### src/rtl/coefq_pkg.sv
package coefq_pkg;

  localparam int IDX_W_DEF = 6;
  localparam int DIV_W_DEF = 8;

  // One strobe bundle per clock from control to datapath
  typedef struct packed {
    logic                 take;
    logic [IDX_W_DEF:0]   romAddr;   // {table, position}
  } ctrl_strobe_t;

  // Step-size table, computed rather than listed
  function automatic logic [DIV_W_DEF-1:0] stepSize(input logic [IDX_W_DEF:0] addr);
    int pos;
    int val;
    pos = int'(addr[IDX_W_DEF-1:0]);
    if (addr[IDX_W_DEF]) begin
      val = 255 - 4 * pos;
    end else if (pos < 4) begin
      val = pos;
    end else begin
      val = 4 + ((37 * pos) % 252);
    end
    return DIV_W_DEF'(val);
  endfunction

endpackage

### src/rtl/coefq_ctrl.sv
module coefq_ctrl
  import coefq_pkg::*;
#(
  parameter int IDX_W = IDX_W_DEF,
  parameter int LAT   = 4
) (
  input  logic         clk,
  input  logic         rst_n,
  input  logic         inValid,
  input  logic [1:0]   compSel,
  output ctrl_strobe_t strobe,
  output logic         outValid
);

  localparam logic [IDX_W-1:0] LAST_POS = {IDX_W{1'b1}};

  logic [IDX_W-1:0] posCnt;
  logic [LAT-1:0]   validLine;

  always_ff @(posedge clk or negedge rst_n) begin
    if (!rst_n) begin
      posCnt <= '0;
    end else if (inValid) begin
      posCnt <= (posCnt == LAST_POS) ? '0 : posCnt + 1'b1;
    end
  end

  always_ff @(posedge clk or negedge rst_n) begin
    if (!rst_n) validLine <= '0;
    else        validLine <= {validLine[LAT-2:0], inValid};
  end

  always_comb begin
    strobe.take    = inValid;
    strobe.romAddr = {compSel[1], posCnt};
  end

  assign outValid = validLine[LAT-1];

  assert_pos_wrap_R3: assert property (@(posedge clk) disable iff (!rst_n)
    (inValid && posCnt == LAST_POS) |=> (posCnt == '0));

  assert_pos_hold_R3: assert property (@(posedge clk) disable iff (!rst_n)
    !inValid |=> $stable(posCnt));

  assert_valid_align_R6: assert property (@(posedge clk) disable iff (!rst_n)
    inValid |-> ##4 outValid);

  assert_gap_align_R6: assert property (@(posedge clk) disable iff (!rst_n)
    !inValid |-> ##4 !outValid);

endmodule

### src/rtl/coefq_datapath.sv
module coefq_datapath
  import coefq_pkg::*;
#(
  parameter int COEF_W = 12,
  parameter int DIV_W  = DIV_W_DEF
) (
  input  logic              clk,
  input  logic              rst_n,
  input  ctrl_strobe_t      strobe,
  input  logic [COEF_W-1:0] inCoef,
  output logic [COEF_W-1:0] outQuot
);

  localparam int MAG_W = COEF_W + 1;   // room for 2*|a| + d
  localparam int DEN_W = DIV_W + 1;

  // stage 1: operand capture with table lookup
  logic [COEF_W-1:0] s1Coef;
  logic [DIV_W-1:0]  s1Div;
  // stage 2: magnitude, rounding bias, sign
  logic [MAG_W-1:0]  s2Num;
  logic [DEN_W-1:0]  s2Den;
  logic              s2Sign, s2Zero;
  // stage 3: unsigned division
  logic [MAG_W-1:0]  s3Mag;
  logic              s3Sign, s3Zero;

  logic signed [MAG_W-1:0] extCoef;
  logic [MAG_W-1:0]        absCoef;
  logic [MAG_W-1:0]        negMag;

  always_comb begin
    extCoef = MAG_W'($signed(s1Coef));
    absCoef = extCoef[MAG_W-1] ? MAG_W'(-extCoef) : MAG_W'(extCoef);
    negMag  = MAG_W'(0) - s3Mag;
  end

  always_ff @(posedge clk or negedge rst_n) begin
    if (!rst_n) begin
      s1Coef <= '0;
      s1Div  <= '0;
      s2Num  <= '0;
      s2Den  <= '0;
      s2Sign <= 1'b0;
      s2Zero <= 1'b0;
      s3Mag  <= '0;
      s3Sign <= 1'b0;
      s3Zero <= 1'b0;
      outQuot <= '0;
    end else begin
      s1Coef <= strobe.take ? inCoef : '0;
      s1Div  <= stepSize(strobe.romAddr);

      s2Num  <= {absCoef[MAG_W-2:0], 1'b0} + MAG_W'(s1Div);
      s2Den  <= {s1Div, 1'b0};
      s2Sign <= s1Coef[COEF_W-1];
      s2Zero <= (s1Div == '0);

      s3Mag  <= s2Zero ? '0 : s2Num / MAG_W'(s2Den);
      s3Sign <= s2Sign;
      s3Zero <= s2Zero;

      outQuot <= s3Sign ? negMag[COEF_W-1:0] : s3Mag[COEF_W-1:0];
    end
  end

  assert_zero_step_R5: assert property (@(posedge clk) disable iff (!rst_n)
    s3Zero |=> (outQuot == '0));

  assert_sign_keep_R4: assert property (@(posedge clk) disable iff (!rst_n)
    (s3Mag != '0) |=> (outQuot[COEF_W-1] == $past(s3Sign)));

endmodule

### src/rtl/coef_quantizer.sv
module coef_quantizer
  import coefq_pkg::*;
#(
  parameter int COEF_W = 12
) (
  input  logic              clk,
  input  logic              rst_n,
  input  logic [1:0]        compSel,
  input  logic              inValid,
  input  logic [COEF_W-1:0] inCoef,
  output logic              outValid,
  output logic [COEF_W-1:0] outQuot
);

  ctrl_strobe_t strobe;

  coefq_ctrl #(.IDX_W(IDX_W_DEF), .LAT(4)) u_ctrl (
    .clk      (clk),
    .rst_n    (rst_n),
    .inValid  (inValid),
    .compSel  (compSel),
    .strobe   (strobe),
    .outValid (outValid)
  );

  coefq_datapath #(.COEF_W(COEF_W), .DIV_W(DIV_W_DEF)) u_dp (
    .clk     (clk),
    .rst_n   (rst_n),
    .strobe  (strobe),
    .inCoef  (inCoef),
    .outQuot (outQuot)
  );

  assert_reset_quiet_R7: assert property (@(posedge clk) disable iff (!rst_n)
    $rose(rst_n) |-> !outValid);

endmodule

### config.mk
export PLATFORM = sky130hd
export DESIGN_NAME = coef_quantizer
export DESIGN_NICKNAME = d
export VERILOG_FILES = /design/src/rtl/coefq_pkg.sv /design/src/rtl/coefq_ctrl.sv /design/src/rtl/coefq_datapath.sv /design/src/rtl/coef_quantizer.sv
export SDC_FILE = /design/constraint.sdc
export NUM_CORES = 1
export LEC_CHECK = 0
export ABC_AREA = 0
export BUFFER_PORTS_ARGS = -buffer_cell sky130_fd_sc_hd__clkbuf_2
export CORE_ASPECT_RATIO = 0.5
export CORE_UTILIZATION = 37
export CTS_BUF_LIST = sky130_fd_sc_hd__clkbuf_16
export DETAILED_ROUTE_END_ITERATION = 7
export GPL_TIMING_DRIVEN = 1
export PLACE_DENSITY = 0.57
export SETUP_SLACK_MARGIN = 0.1
export SLEW_MARGIN = 10
export SYNTH_ARGS = -nofsm -noshare
export SYNTH_HDL_FRONTEND = slang
export SYNTH_SLANG_ARGS = --single-unit
### constraint.sdc
create_clock -name clk -period 23.5 [get_ports clk]
set_input_delay 4.7 -clock clk [delete_from_list [all_inputs] [get_ports clk]]
set_output_delay 4.7 -clock clk [all_outputs]
set_load 0.01 [all_outputs]
==> Word-level counts from Yosys, hierarchy flattened <==
Index checks and enable logic that the tools add are counted.
{ "classes": {"n_addsub": 6, "mul": 1, "div_mod_pow": 2, "n_lt_le_gt_ge": 1, "eq_ne": 1, "n_mux": 7, "n_reduce_logical": 1} }
{ "op_table": {"columns": ["cell", "count"], "rows": [
  ["12-bit 2-to-1 mux", 4],
  ["32-bit by 9-bit modulo with 32-bit output (second input constant)", 1],
  ["8-bit 2-to-1 mux", 2],
  ["13-bit by 8-bit adder with 13-bit output", 1],
  ["13-bit by 9-bit divider with 13-bit output", 1],
  ["6-bit by 6-bit multiplier with 12-bit output (first input constant)", 1],
  ["12-bit negation", 1],
  ["1-bit by 12-bit subtractor with 12-bit output (first input constant)", 1],
  ["4-bit by 8-bit adder with 8-bit output (first input constant)", 1],
  ["8-bit logical NOT", 1],
  ["8-bit subtractor (first input constant)", 1],
  ["6-bit by 1-bit adder with 6-bit output (second input constant)", 1],
  ["6-bit == test (second input constant)", 1],
  ["6-bit by 3-bit less-than comparator with 1-bit output (second input constant)", 1],
  ["6-bit 2-to-1 mux", 1]
]} }
{ "word_totals": {"ff_bits": 78, "in_bits": 17} }

==> Logic depth before layout (Yosys ltp) <==
Gate-level depths: netlist (run 1).
{ "depth": {"ltp_word": 5, "depth_mapped": 104, "depth_no_buf": 99} }

==> Cells and area by module <==
Synthesis (run 1) repeated with hierarchy kept, for this count alone.
{ "unflattened": {"cells_unflattened": 841, "area_unflattened_um2": 7429.6} }
{ "modules_own_cells": {"columns": ["mod", "instances", "cells_per_inst", "area_per_inst_um2"], "rows": [
  ["coefq_datapath", 1, 811, 7046.8],
  ["coefq_ctrl", 1, 30, 382.9]
]} }

==> Worst setup path before layout (run 1) <==
No wires, ideal clock.
{ "synth_path": {"path_kind": "register to register", "from": "register u_dp.s2Num[0]", "to": "register u_dp.s3Mag[0]", "setup_ns": 0.130, "t_arrival_ns": 18.955, "t_required_ns": 23.370, "setup_slack_ns": 4.415, "path_stages_with_launch": 95, "period_less_slack_ns": 19.085, "path_cell_list": "dfrtp_1 -> inv_1 -> ha_1 -> o21bai_1 -> o21ai_0 -> o31ai_1 -> ha_1 -> nor4b_1 -> a311oi_1 -> o22a_2 -> ha_1 -> o21a_1 -> o211ai_2 -> mux2i_1 -> ha_1 -> o21a_1 -> o21a_1 -> o211ai_1 -> [59 not listed] -> o21a_1 -> o21ai_0 -> nand2b_1 -> and2_1 -> nor3b_1 -> nand2_2 -> mux2_2 -> ha_1 -> nor2b_1 -> o21ai_0 -> nand2b_1 -> a21oi_1 -> nor2b_1 -> o21ai_0 -> nand2b_1 -> a21oi_1 -> a41o_1 -> a31oi_1"} }
{ "synth_via": {"elab_chain_cells": 2} }
{ "synth_rtl": {"columns": ["element", "line", "text"], "rows": [
  ["start, declared", "coefq_datapath.sv:21", "logic [MAG_W-1:0] s2Num;"],
  ["start signal, assigned", "coefq_datapath.sv:54", "s2Num <= {absCoef[MAG_W-2:0], 1'b0} + MAG_W'(s1Div);"],
  ["13-bit by 9-bit divider with 13-bit output", "coefq_datapath.sv:59", "s3Mag <= s2Zero ? '0 : s2Num / MAG_W'(s2Den);"],
  ["12-bit 2-to-1 mux", "coefq_datapath.sv:59", null],
  ["end signal, assigned", "coefq_datapath.sv:59", null],
  ["end, declared", "coefq_datapath.sv:25", "logic [MAG_W-1:0] s3Mag;"]
]} }
No other way between the ends.
A chain may end at the register's enable or synchronous reset.

==> Worst setup path in the final report (run 1) <==
{ "layout_path": {"from": "register u_dp.s2Den[7]", "to": "register u_dp.s3Mag[0]"} }
{ "layout_via": {"elab_chain_cells": 2} }
{ "layout_rtl": {"columns": ["element", "line", "text"], "rows": [
  ["start, declared", "coefq_datapath.sv:22", "logic [DEN_W-1:0] s2Den;"],
  ["start signal, assigned", "coefq_datapath.sv:55", "s2Den <= {s1Div, 1'b0};"],
  ["13-bit by 9-bit divider with 13-bit output", "coefq_datapath.sv:59", null],
  ["12-bit 2-to-1 mux", "coefq_datapath.sv:59", null]
]} }
No other way between the ends.

==> results of run 1 <==
-- area by class of cell --
cell class | count | area share [%]
clock buffer | 9 | 2.76
clock inverter | 7 | 1.03
inverter | 44 | 2.03
multi-input combinational | 702 | 64.6
sequential | 77 | 23.6
tap | 266 | 4.08
timing repair buffer | 29 | 1.84
-- routing by layer --
layer,vias up,global-route usage (%),share of wire [%]
met5,-,0,0
met1,2860,21.2,51
met2,86,25.9,45
li1,3150,-,-
met4,0,2.72,0.70
met3,10,2.56,3.3
-- cells in the mapped netlist (4+ instances only) --
master                      number
sky130_fd_sc_hd__a211oi_1        6
sky130_fd_sc_hd__a21boi_0        4
sky130_fd_sc_hd__a21o_1         14
sky130_fd_sc_hd__a21oi_1        33
sky130_fd_sc_hd__a31oi_1         5
sky130_fd_sc_hd__and2_1         15
sky130_fd_sc_hd__and3_1          6
sky130_fd_sc_hd__clkbuf_1       21
sky130_fd_sc_hd__dfrtp_1        77
sky130_fd_sc_hd__ha_1           99
sky130_fd_sc_hd__inv_1          44
sky130_fd_sc_hd__mux2_2         22
sky130_fd_sc_hd__mux2i_1         9
sky130_fd_sc_hd__nand2_1        60
sky130_fd_sc_hd__nand2b_1       13
sky130_fd_sc_hd__nand3_1        15
sky130_fd_sc_hd__nor2_1         64
sky130_fd_sc_hd__nor2b_1        10
sky130_fd_sc_hd__nor3_1         46
sky130_fd_sc_hd__nor3b_1         6
sky130_fd_sc_hd__nor4_1          7
sky130_fd_sc_hd__o2111ai_1       4
sky130_fd_sc_hd__o211ai_1        7
sky130_fd_sc_hd__o21a_1         36
sky130_fd_sc_hd__o21ai_0        47
sky130_fd_sc_hd__o21ai_1         5
sky130_fd_sc_hd__o21bai_1        4
sky130_fd_sc_hd__o22ai_1         6
sky130_fd_sc_hd__o31ai_1        13
sky130_fd_sc_hd__or2_2           4
sky130_fd_sc_hd__or3_1           7
sky130_fd_sc_hd__or4_1           7
sky130_fd_sc_hd__xnor2_1        38
sky130_fd_sc_hd__xor2_1         15
-- cell families after synthesis --
| family | count (synthesis) | synth area share, % |
|---|---|---|
| compound gates | 232 | 22.5 |
| fa+ha+maj | 102 | 17.4 |
| mux | 33 | 4.90 |
| xor+xnor | 54 | 6.42 |
| buf+inv | 72 | 3.90 |
| simple gates | 281 | 19.2 |
| flops | 77 | 25.7 |
-- registers in the layout (all words and copies together) (netlist names) --
register / cells
u_dp.s3Sign: 1
u_dp.s2Sign: 1
u_dp.s2Den: 7
u_dp.outQuot: 12
u_dp.s2Num: 13
u_dp.s2Zero: 1
u_dp.s1Div: 8
u_dp.s1Coef: 12
u_ctrl.posCnt: 6
u_dp.s3Mag: 12
u_ctrl.validLine: 4
-- worst paths after layout --
kind                       cells after the start                             to
max                                           93        u_dp.s3Mag[0]$_DFF_PN0_
min                                            0  u_ctrl.validLine[2]$_DFF_PN0_
max reg2reg                                   93        u_dp.s3Mag[0]$_DFF_PN0_
min reg2reg                                    0  u_ctrl.validLine[2]$_DFF_PN0_
max in group asynchronous                      1       u_dp.s1Coef[7]$_DFF_PN0_
min in group asynchronous                      1        u_dp.s3Mag[8]$_DFF_PN0_
-- per-stage QoR --
step / hold slack, ps / cells / cell area (sq um) / worst slack, ps / util [%]
4_1_cts: 354 / 1134 / 8150 / 1880 / 41.5
6_report: 352 / 1134 / 8150 / 2170 / 41.5
2_1_floorplan: 331 / 851 / 7480 / 4420 / -
3_5_place_dp: 336 / 1118 / 7840 / 2040 / 39.9
3_3_place_gp: 336 / 1118 / 7840 / 2350 / 39.9
5_1_grt: 361 / 1134 / 8150 / 305 / 41.5
==> metrics.json, run 1 <==
{
  "layout": {
    "nNetsFinal": 982,
    "drive_above_1_share_pct": 12.2,
    "diodes": 0,
    "layout.cells.most_common": "sky130_fd_sc_hd__ha_1",
    "regArea_sq_um": 1930,
    "area_delta_synth_final_pct": 8.94,
    "fill_cells": 1954,
    "layout_common_cells": "sky130_fd_sc_hd__ha_1, sky130_fd_sc_hd__dfrtp_1, sky130_fd_sc_hd__nor2_1",
    "multi_input_area_sq_um": 5270
  },
  "setup_path": {
    "worstPathMaxFanout": 17,
    "timing_worst_setup_path_type": "flip-flop to flip-flop",
    "endpoint_class_of_the_critical_path": "flip-flop",
    "critical_path.startpoint": "u_dp.s2Den[7]$_DFF_PN0_",
    "critical_path.max_stage_delay_ps": 560,
    "cp_top_family": "compound AO/OA/AOI/OAI gates",
    "critPathMostFrequentCell": "sky130_fd_sc_hd__o21a_1",
    "timing.critical_path.slowest_stage_cell": "sky130_fd_sc_hd__nor4_2",
    "worst_ep_arrival_time_ps": 21540,
    "worstPathRequired_ps": 23710,
    "r2r_setup_slack_ps": 2170,
    "regToRegStartpoint": "u_dp.s2Den[7]$_DFF_PN0_",
    "crit_path_start_kind": "flip-flop",
    "timing.critical_path.buf_inv": 1
  },
  "global_routing": {
    "grt_antenna_before_repair": 0,
    "gr-total-overflow": 0,
    "global_route_usage_sum_pct": 15.4,
    "first_global_vias": 5531,
    "grt_start_max_net_pins": 78,
    "global_route_wire_length_before_repair_microns": 26300
  },
  "logic_synthesis": {
    "syn_nets": 970,
    "synth_area_sq_um": 7480,
    "netlist_top_cells_area": "sky130_fd_sc_hd__dfrtp_1, sky130_fd_sc_hd__ha_1, sky130_fd_sc_hd__xnor2_1",
    "yosys.area.top_type": "sky130_fd_sc_hd__dfrtp_1",
    "netlist-cell-type-count": 88,
    "synth.yosys.seq_area_share_pct": 25.7,
    "ys_seq_elements": 77,
    "synthesis.area_per_instance_sq_um": 8.80,
    "synth_top_cell_area_share_pct": 25.7,
    "synth_ff_type": "sky130_fd_sc_hd__dfrtp_1",
    "synth_edf_count": 0,
    "yosysWarningCount": 0,
    "synthArstFlopShare_pct": 100,
    "synthesis.instances": 851
  },
  "timing": {
    "max-slew-margin-rel_pct": 35.8,
    "totalNegativeSetupSlack_ps": 0,
    "rsz0062_at_grt": "false",
    "final-setup-viol-count": 0,
    "tightestPinTransition_ps": 962,
    "clock.fmax_ghz": 0.0469,
    "timing.clock.skew_ps": 9.23,
    "post-route-period-util_pct": 90.8,
    "post-route-min-period_ps": 21330,
    "finalHoldViolations": 0,
    "timing_max_transition_violations_final": 0
  },
  "hold_path": {
    "hold_class": "flip-flop to flip-flop",
    "worstHoldStart": "u_ctrl.validLine[1]$_DFF_PN0_"
  },
  "detailed_routing": {
    "detail_route.wl_per_cell_microns": 13.8,
    "drc_violations_left": 0,
    "drtPass1Iterations": 5,
    "vias_per_cell": 5.38,
    "ant_nets": 0,
    "vias": 6106,
    "detail_route.iter0.violations": 328,
    "finalWirelength_microns": 15700
  },
  "cts": {
    "cts-hold-fix-buffers": 0,
    "cts_setup_buffers": 0,
    "clk_path_buf_depth": 2,
    "clock_sink_count": 77,
    "cts_made_buffers": 9,
    "tritoncts": "built",
    "htree_levels": 3,
    "clkSlewWorstSetupHoldPaths_ps": 70,
    "cts-root-buf": "sky130_fd_sc_hd__clkbuf_16",
    "cts_resized": 0,
    "clkLatencyLatePin_ps": 340
  },
  "die": {
    "floorplan.initialDensity_pct": 38.1,
    "placement_rows": 36,
    "fp.coreArea_sq_um": 19600,
    "dieHeight_microns": 103,
    "floorplan.die.width_microns": 203,
    "area_enclosed_by_the_die_boundary_sq_um": 20800,
    "ios": 30
  },
  "placement": {
    "place.detailed.hpwl_microns": 12400,
    "place.gp.congestion": 0.882,
    "place.port_buffers": 28
  },
  "run_status": {
    "run_status": "finished clean"
  },
  "flow_run": {
    "maxCapViolCount": 0
  }
}
Power of run 1 is not shown: default switching activity piles up to over one toggle a cycle in this logic, so the estimate is an artifact.
==> run 2, diff against run 1 <==
Settings changed: BUFFER_PORTS_ARGS -buffer_cell sky130_fd_sc_hd__clkbuf_2 to -buffer_cell sky130_fd_sc_hd__buf_4, TNS_END_PERCENT from default to 10.
==> run 2 against run 1 <==
Sequential cell count is the same. Routed wire length is 0.69% higher. Non-clock buffer count unchanged. Critical path depth is 3 higher. Critical path type unchanged. Core utilization grew 0.27 points.
==> metrics.json, run 2 (synthesis results as in run 1) <==
{
  "placement": {
    "place_area": {"value": 7910, "unit": "sq um", "change": "+0.86%"},
    "place.detailed.hpwl": {"value": 12500, "unit": "microns", "change": "+0.39%"},
    "detailedPlace.worstSlack": {"value": 1990, "unit": "ps", "change": "-44.5 ps"},
    "place.port_buffers": {"value": 28, "change": "unchanged"},
    "place.gp.congestion": {"value": 0.859, "change": "-2.6%"}
  },
  "timing": {
    "timing.clock.skew": {"value": 5.97, "unit": "ps", "change": "-3.27 ps"},
    "post-route-period-util": {"value": 90.8, "unit": "%", "change": "about the same"},
    "clock.fmax": {"value": 0.0468, "unit": "GHz", "change": "about the same"},
    "final-setup-viol-count": {"value": 0, "change": "unchanged"},
    "worst_slack": {"value": 2150, "unit": "ps", "change": "-15.1 ps"},
    "max-slew-margin-rel": {"value": 37.4, "unit": "%", "change": "+1.6 points"},
    "post-route-min-period": {"value": 21350, "unit": "ps", "change": "+15.1 ps"},
    "rsz0062_at_grt": "false",
    "totalNegativeSetupSlack": {"value": 0, "unit": "ps", "change": "unchanged"},
    "finalHoldViolations": {"value": 0, "change": "unchanged"},
    "tightestPinTransition": {"value": 939, "unit": "ps", "change": "-23.6 ps"},
    "timing_max_transition_violations_final": {"value": 0, "change": "unchanged"}
  },
  "die": {
    "ios": {"value": 30, "change": "unchanged"},
    "area_enclosed_by_the_die_boundary": {"value": 20800, "unit": "sq um", "change": "unchanged"},
    "placement_rows": {"value": 36, "change": "unchanged"},
    "floorplan.initialDensity": {"value": 38.1, "unit": "%", "change": "unchanged"},
    "floorplan.die.width": {"value": 203, "unit": "microns", "change": "unchanged"},
    "dieHeight": {"value": 103, "unit": "microns", "change": "unchanged"},
    "fp.coreArea": {"value": 19600, "unit": "sq um", "change": "unchanged"}
  },
  "cts": {
    "clkSlewWorstSetupHoldPaths": {"value": 60, "unit": "ps", "change": "about the same"},
    "cts_setup_buffers": {"value": 0, "change": "unchanged"},
    "htree_levels": {"value": 3, "change": "unchanged"},
    "clock_sink_count": {"value": 77, "change": "unchanged"},
    "cts-root-buf": "sky130_fd_sc_hd__clkbuf_16",
    "tritoncts": "built",
    "cts_resized": {"value": 0, "change": "unchanged"},
    "cts-hold-fix-buffers": {"value": 0, "change": "unchanged"},
    "cts_made_buffers": {"value": 9, "change": "unchanged"},
    "clkLatencyLatePin": {"value": 340, "unit": "ps", "change": "about the same"},
    "clk_path_buf_depth": {"value": 2, "change": "unchanged"}
  },
  "layout": {
    "area_delta_synth_final_pct": 9.66,
    "layout_common_cells": "sky130_fd_sc_hd__ha_1, sky130_fd_sc_hd__dfrtp_1, sky130_fd_sc_hd__nor2_1",
    "diodes": {"value": 0, "change": "unchanged"},
    "finish.instance_area": {"value": 8210, "unit": "sq um", "change": "+0.66%"},
    "multi_input_area": {"value": 5270, "unit": "sq um", "change": "unchanged"},
    "drive_above_1_share": {"value": 12.1, "unit": "%", "change": "-0.10 points"},
    "layout.cells.most_common": "sky130_fd_sc_hd__ha_1",
    "regArea": {"value": 1930, "unit": "sq um", "change": "unchanged"},
    "largest-register": "u_dp.s2Num",
    "nNetsFinal": {"value": 982, "change": "unchanged"},
    "fill_cells": {"value": 1998, "change": "+2.3%"},
    "largest_reg_flops": {"value": 13, "change": "unchanged"}
  },
  "setup_path": {
    "critPathMostFrequentCell": "sky130_fd_sc_hd__o21a_1",
    "worstPathMaxFanout": {"value": 17, "change": "unchanged"},
    "crit_path_start_kind": "flip-flop",
    "timing_worst_setup_path_type": "flip-flop to flip-flop",
    "critical_path.max_stage_delay": {"value": 570, "unit": "ps", "change": "about the same"},
    "r2r_setup_slack": {"value": 2150, "unit": "ps", "change": "-20 ps"},
    "regToRegStartpoint": "u_dp.s2Den[7]$_DFF_PN0_",
    "timing.reg2reg.worst_path_depth": {"value": 96, "change": "+3.2%"},
    "timing.critical_path.slowest_stage_cell": "sky130_fd_sc_hd__nor4_2",
    "worstPathRequired": {"value": 23710, "unit": "ps", "change": "about the same"},
    "reg2reg_to": "u_dp.s3Mag[0]$_DFF_PN0_",
    "endpoint_class_of_the_critical_path": "flip-flop",
    "worst_ep_arrival_time": {"value": 21560, "unit": "ps", "change": "+20 ps"}
  },
  "global_routing": {
    "gr-total-overflow": {"value": 0, "change": "unchanged"},
    "grt_start_max_net_pins": {"value": 78, "change": "unchanged"},
    "global_route_wire_length_before_repair": {"value": 26500, "unit": "microns", "change": "+0.68%"},
    "first_global_vias": {"value": 5669, "change": "+2.5%"},
    "global_route_usage_sum": {"value": 15.6, "unit": "%", "change": "+0.17 points"},
    "grt_antenna_before_repair": {"value": 0, "change": "unchanged"}
  },
  "detailed_routing": {
    "detail_route.wl_per_cell": {"value": 13.9, "unit": "microns", "change": "+0.78%"},
    "detail_route.iter0.violations": {"value": 269, "change": "-18%"},
    "vias": {"value": 6112, "change": "+0.098%"},
    "ant_nets": {"value": 0, "change": "unchanged"},
    "drc_violations_left": {"value": 0, "change": "unchanged"},
    "drtPass1Iterations": {"value": 4, "change": "-1"},
    "finalWirelength": {"value": 15800, "unit": "microns", "change": "+0.69%"},
    "vias_per_cell": {"value": 5.39, "change": "+0.19%"}
  },
  "flow_run": {
    "maxCapViolCount": {"value": 0, "change": "unchanged"}
  },
  "hold_path": {
    "worstHoldStart": "u_ctrl.validLine[0]$_DFF_PN0_",
    "hold_class": "flip-flop to flip-flop",
    "hold-path-endpoint": "u_ctrl.validLine[1]$_DFF_PN0_",
    "whs_path_depth": {"value": 0, "change": "unchanged"}
  },
  "run_status": {
    "run_status": "finished clean"
  }
}
-- run 2: cell types whose count changed in the layout (fill, tap and decap cells not counted) --
cell	delta
sky130_fd_sc_hd__clkbuf_2	-27
sky130_fd_sc_hd__inv_8	-2
sky130_fd_sc_hd__clkinv_4	-3
sky130_fd_sc_hd__buf_4	+27
sky130_fd_sc_hd__inv_6	+2
sky130_fd_sc_hd__clkinv_2	-1
sky130_fd_sc_hd__clkinvlp_4	+3
-- run 2: area by class of cell --
cell class / instances / share of cell area, %
Clock inverter: 6 / 0.854
Sequential cell: 77 / 23.5
Timing Repair Buffer: 29 / 2.65
Tap cell: 266 / 4.05
Inverter: 44 / 2.01
Clock buffer: 9 / 2.74
Multi-Input combinational cell: 702 / 64.2
-- run 2: routing by layer --
layer | up-vias | GRT usage, % | part of all wire (%)
li1 | 3157 | - | -
met1 | 2841 | 21.2 | 51
met2 | 100 | 26.1 | 45
met3 | 14 | 2.88 | 3.6
met4 | 0 | 3.01 | 0.84
met5 | - | 0 | 0
-- run 2: worst max-delay path, delay by kind of cell, from the launching register on --
family | cells | cell delay (ps)
AOI/OAI and AO/OA | 55 | 10960
adders and majority gates | 11 | 3220
buffers and inverters | 1 | 210
DFF | 1 | 460
muxes | 5 | 1580
and+or+nand+nor | 24 | 4730
-- run 2: how the worst max path moves through the flow --
stage	slack (ps)	startpoint	cells past startpoint	endpoint
after global routing	170	u_dp.s2Den[7]$_DFF_PN0_	97	u_dp.s3Mag[0]$_DFF_PN0_
after floorplan	4420	u_dp.s2Num[0]$_DFF_PN0_	94	u_dp.s3Mag[0]$_DFF_PN0_
after detailed placement	1990	u_dp.s2Den[7]$_DFF_PN0_	96	u_dp.s3Mag[0]$_DFF_PN0_
final	2150	u_dp.s2Den[7]$_DFF_PN0_	96	u_dp.s3Mag[0]$_DFF_PN0_
after CTS	1870	u_dp.s2Den[7]$_DFF_PN0_	94	u_dp.s3Mag[0]$_DFF_PN0_
after global placement	2370	u_dp.s2Den[7]$_DFF_PN0_	94	u_dp.s3Mag[0]$_DFF_PN0_
-- run 2: metrics by stage --
step,hold WS [ps],util (%),std cells
finish,356,41.8,1133
global route,360,41.8,1133
CTS,358,41.8,1133
detailed placement,337,40.3,1118
global placement,336,40.3,1118
floorplan,331,-,851
Power of run 2 is left out for the same reason.
==> run 3, diff against run 2 <==
Settings changed: PLACE_DENSITY 0.57 to 0.59.
==> run 3 against run 2 <==
Critical path depth is 4 lower. Non-clock buffer count stayed put. Cell count hardly changed. Hold slack better by 1.9 ps. Global-route usage is 0.39 points higher. Setup slack better by 79 ps. Clock skew is 3.4 ps higher. Sequential share of layout area hardly changed. Register-to-register slack better by 80 ps. Routed wire length is 0.68% higher. Count of clock-buffer cells in the layout stayed put. Core utilization hardly changed. Critical path type unchanged.
==> metrics.json, run 3 (synthesis results as in run 1) <==
{
  "setup_path": {
    "critical_path.max_stage_delay": {"value": 580, "unit": "ps", "change": "about the same"},
    "regToRegStartpoint": "u_dp.s2Den[7]$_DFF_PN0_",
    "critPathMostFrequentCell": "sky130_fd_sc_hd__o21a_1",
    "worstPathRequired": {"value": 23710, "unit": "ps", "change": "about the same"},
    "crit_path_start_kind": "flip-flop",
    "worst_ep_arrival_time": {"value": 21480, "unit": "ps", "change": "-80 ps"},
    "critical_path.startpoint": "u_dp.s2Den[7]$_DFF_PN0_",
    "timing.critical_path.slowest_stage_cell": "sky130_fd_sc_hd__nor4_2",
    "endpoint_class_of_the_critical_path": "flip-flop",
    "timing_worst_setup_path_type": "flip-flop to flip-flop",
    "worstPathMaxFanout": {"value": 17, "change": "unchanged"}
  },
  "die": {
    "placement_rows": {"value": 36, "change": "unchanged"},
    "floorplan.initialDensity": {"value": 38.1, "unit": "%", "change": "unchanged"},
    "fp.coreArea": {"value": 19600, "unit": "sq um", "change": "unchanged"},
    "ios": {"value": 30, "change": "unchanged"},
    "area_enclosed_by_the_die_boundary": {"value": 20800, "unit": "sq um", "change": "unchanged"},
    "dieHeight": {"value": 103, "unit": "microns", "change": "unchanged"},
    "floorplan.die.width": {"value": 203, "unit": "microns", "change": "unchanged"}
  },
  "timing": {
    "timing.clock.skew": {"value": 9.39, "unit": "ps", "change": "+3.42 ps"},
    "post-route-period-util": {"value": 90.5, "unit": "%", "change": "-0.34 points"},
    "post-route-min-period": {"value": 21270, "unit": "ps", "change": "-79.4 ps"},
    "timing_max_transition_violations_final": {"value": 0, "change": "unchanged"},
    "max-slew-margin-rel": {"value": 37.5, "unit": "%", "change": "about the same"},
    "tightestPinTransition": {"value": 938, "unit": "ps", "change": "-0.434 ps"},
    "final-setup-viol-count": {"value": 0, "change": "unchanged"},
    "clock.fmax": {"value": 0.0470, "unit": "GHz", "change": "+0.37%"},
    "rsz0062_at_grt": "false",
    "finalHoldViolations": {"value": 0, "change": "unchanged"},
    "totalNegativeSetupSlack": {"value": 0, "unit": "ps", "change": "unchanged"}
  },
  "global_routing": {
    "first_global_vias": {"value": 5846, "change": "+3.1%"},
    "global_route_wire_length_before_repair": {"value": 27400, "unit": "microns", "change": "+3.4%"},
    "grt_start_max_net_pins": {"value": 78, "change": "unchanged"},
    "gr-total-overflow": {"value": 0, "change": "unchanged"},
    "grt_antenna_before_repair": {"value": 0, "change": "unchanged"},
    "global_route_usage_sum": {"value": 16.0, "unit": "%", "change": "+0.39 points"}
  },
  "layout": {
    "largest-register": "u_dp.s2Num",
    "diodes": {"value": 0, "change": "unchanged"},
    "drive_above_1_share": {"value": 12.2, "unit": "%", "change": "+0.10 points"},
    "nNetsFinal": {"value": 982, "change": "unchanged"},
    "multi_input_area": {"value": 5270, "unit": "sq um", "change": "unchanged"},
    "layout_common_cells": "sky130_fd_sc_hd__ha_1, sky130_fd_sc_hd__dfrtp_1, sky130_fd_sc_hd__nor2_1",
    "layout.cells.most_common": "sky130_fd_sc_hd__ha_1",
    "final_util": {"value": 41.8, "unit": "%", "change": "about the same"},
    "regArea": {"value": 1930, "unit": "sq um", "change": "unchanged"},
    "largest_reg_flops": {"value": 13, "change": "unchanged"},
    "fill_cells": {"value": 1990, "change": "-0.40%"},
    "area_delta_synth_final": {"value": 9.56, "unit": "%", "change": "about the same"}
  },
  "detailed_routing": {
    "detail_route.wl_per_cell": {"value": 14.0, "unit": "microns", "change": "+0.59%"},
    "detail_route.iter0.violations": {"value": 342, "change": "+27%"},
    "drtPass1Iterations": {"value": 4, "change": "unchanged"},
    "vias_per_cell": {"value": 5.45, "change": "+1.0%"},
    "finalWirelength": {"value": 15900, "unit": "microns", "change": "+0.68%"},
    "drc_violations_left": {"value": 0, "change": "unchanged"},
    "ant_nets": {"value": 0, "change": "unchanged"},
    "vias": {"value": 6179, "change": "+1.1%"}
  },
  "hold_path": {
    "hold_class": "flip-flop to flip-flop",
    "worstHoldStart": "u_ctrl.validLine[2]$_DFF_PN0_"
  },
  "flow_run": {
    "maxCapViolCount": {"value": 0, "change": "unchanged"}
  },
  "cts": {
    "cts-root-buf": "sky130_fd_sc_hd__clkbuf_16",
    "cts-hold-fix-buffers": {"value": 0, "change": "unchanged"},
    "clkSlewWorstSetupHoldPaths": {"value": 70, "unit": "ps", "change": "about the same"},
    "clkLatencyLatePin": {"value": 340, "unit": "ps", "change": "about the same"},
    "clk_path_buf_depth": {"value": 2, "change": "unchanged"},
    "tritoncts": "built",
    "clock_sink_count": {"value": 77, "change": "unchanged"},
    "cts_made_buffers": {"value": 9, "change": "unchanged"},
    "htree_levels": {"value": 3, "change": "unchanged"}
  },
  "run_status": {
    "run_status": "finished clean"
  },
  "placement": {
    "place.port_buffers": {"value": 28, "change": "unchanged"},
    "place.gp.congestion": {"value": 0.831, "change": "-3.3%"},
    "place.detailed.hpwl": {"value": 12400, "unit": "microns", "change": "-0.71%"}
  }
}
==> run 3: cell count changes in the layout (fill, tap and decap cells not counted) <==
| cell | delta |
|---|---|
| sky130_fd_sc_hd__clkinv_2 | +1 |
| sky130_fd_sc_hd__clkinvlp_4 | -3 |
| sky130_fd_sc_hd__inv_6 | +2 |
| sky130_fd_sc_hd__bufinv_16 | -1 |
| sky130_fd_sc_hd__inv_8 | +2 |
==> run 3: final cells by class <==
type / instances / area share [%]
Timing Repair Buffer: 29 / 2.65
Clock buffer: 9 / 2.75
Clock inverter: 7 / 0.763
Tap cell: 266 / 4.06
Sequential cell: 77 / 23.5
Multi-Input combinational cell: 702 / 64.3
Inverter: 44 / 2.01
==> run 3: metal layers <==
metal	vias up	wire length, microns	GRT usage (%)
met2	96	7200	27.0
met1	2904	7950	21.6
met4	0	219	3.64
li1	3157	-	-
met3	22	509	2.69
met5	-	0	0
==> run 3: stage by stage <==
stage	cells	hold slack [ps]	instance area (sq um)	setup WS, ps
2_1_floorplan	851	331	7480	4420
3_3_place_gp	1118	337	7910	2420
3_5_place_dp	1118	339	7910	2140
4_1_cts	1134	359	8200	1970
5_1_grt	1134	370	8200	468
6_report	1134	357	8200	2230
==> run 3: critical path, delay by kind of cell, from the launching register on <==
kind | cells | cell delay (ps)
buffers and inverters | 1 | 200
flip-flops | 1 | 470
multiplexers | 7 | 2440
AND/OR/NAND/NOR | 23 | 4690
adder cells (fa/ha/maj) | 11 | 3270
AO/OA/AOI/OAI | 50 | 10020
==> run 3: worst paths after layout <==
check                                                     end  slack (ps)  depth (start not counted)
worst max-delay path                  u_dp.s3Mag[0]$_DFF_PN0_        2230                         92
worst min-delay path            u_ctrl.validLine[3]$_DFF_PN0_         360                          0
worst max register to register        u_dp.s3Mag[0]$_DFF_PN0_        2230                         92
worst min register to register  u_ctrl.validLine[3]$_DFF_PN0_         360                          0
max in group asynchronous        u_ctrl.posCnt[3]$_DFFE_PN0P_       18390                          1
min in group asynchronous             u_dp.s3Mag[8]$_DFF_PN0_        4500                          1
==> run 3: what timing repair did <==
| action | CTS | global route |
|---|---|---|
| buffers inserted | 0 | 0 |
| endpoints found under the setup margin | 0 | 1 |
| hold endpoints to repair | 0 | 0 |
| gates resized for setup | 0 | 1 |
Power of run 3 is left out for the same reason.
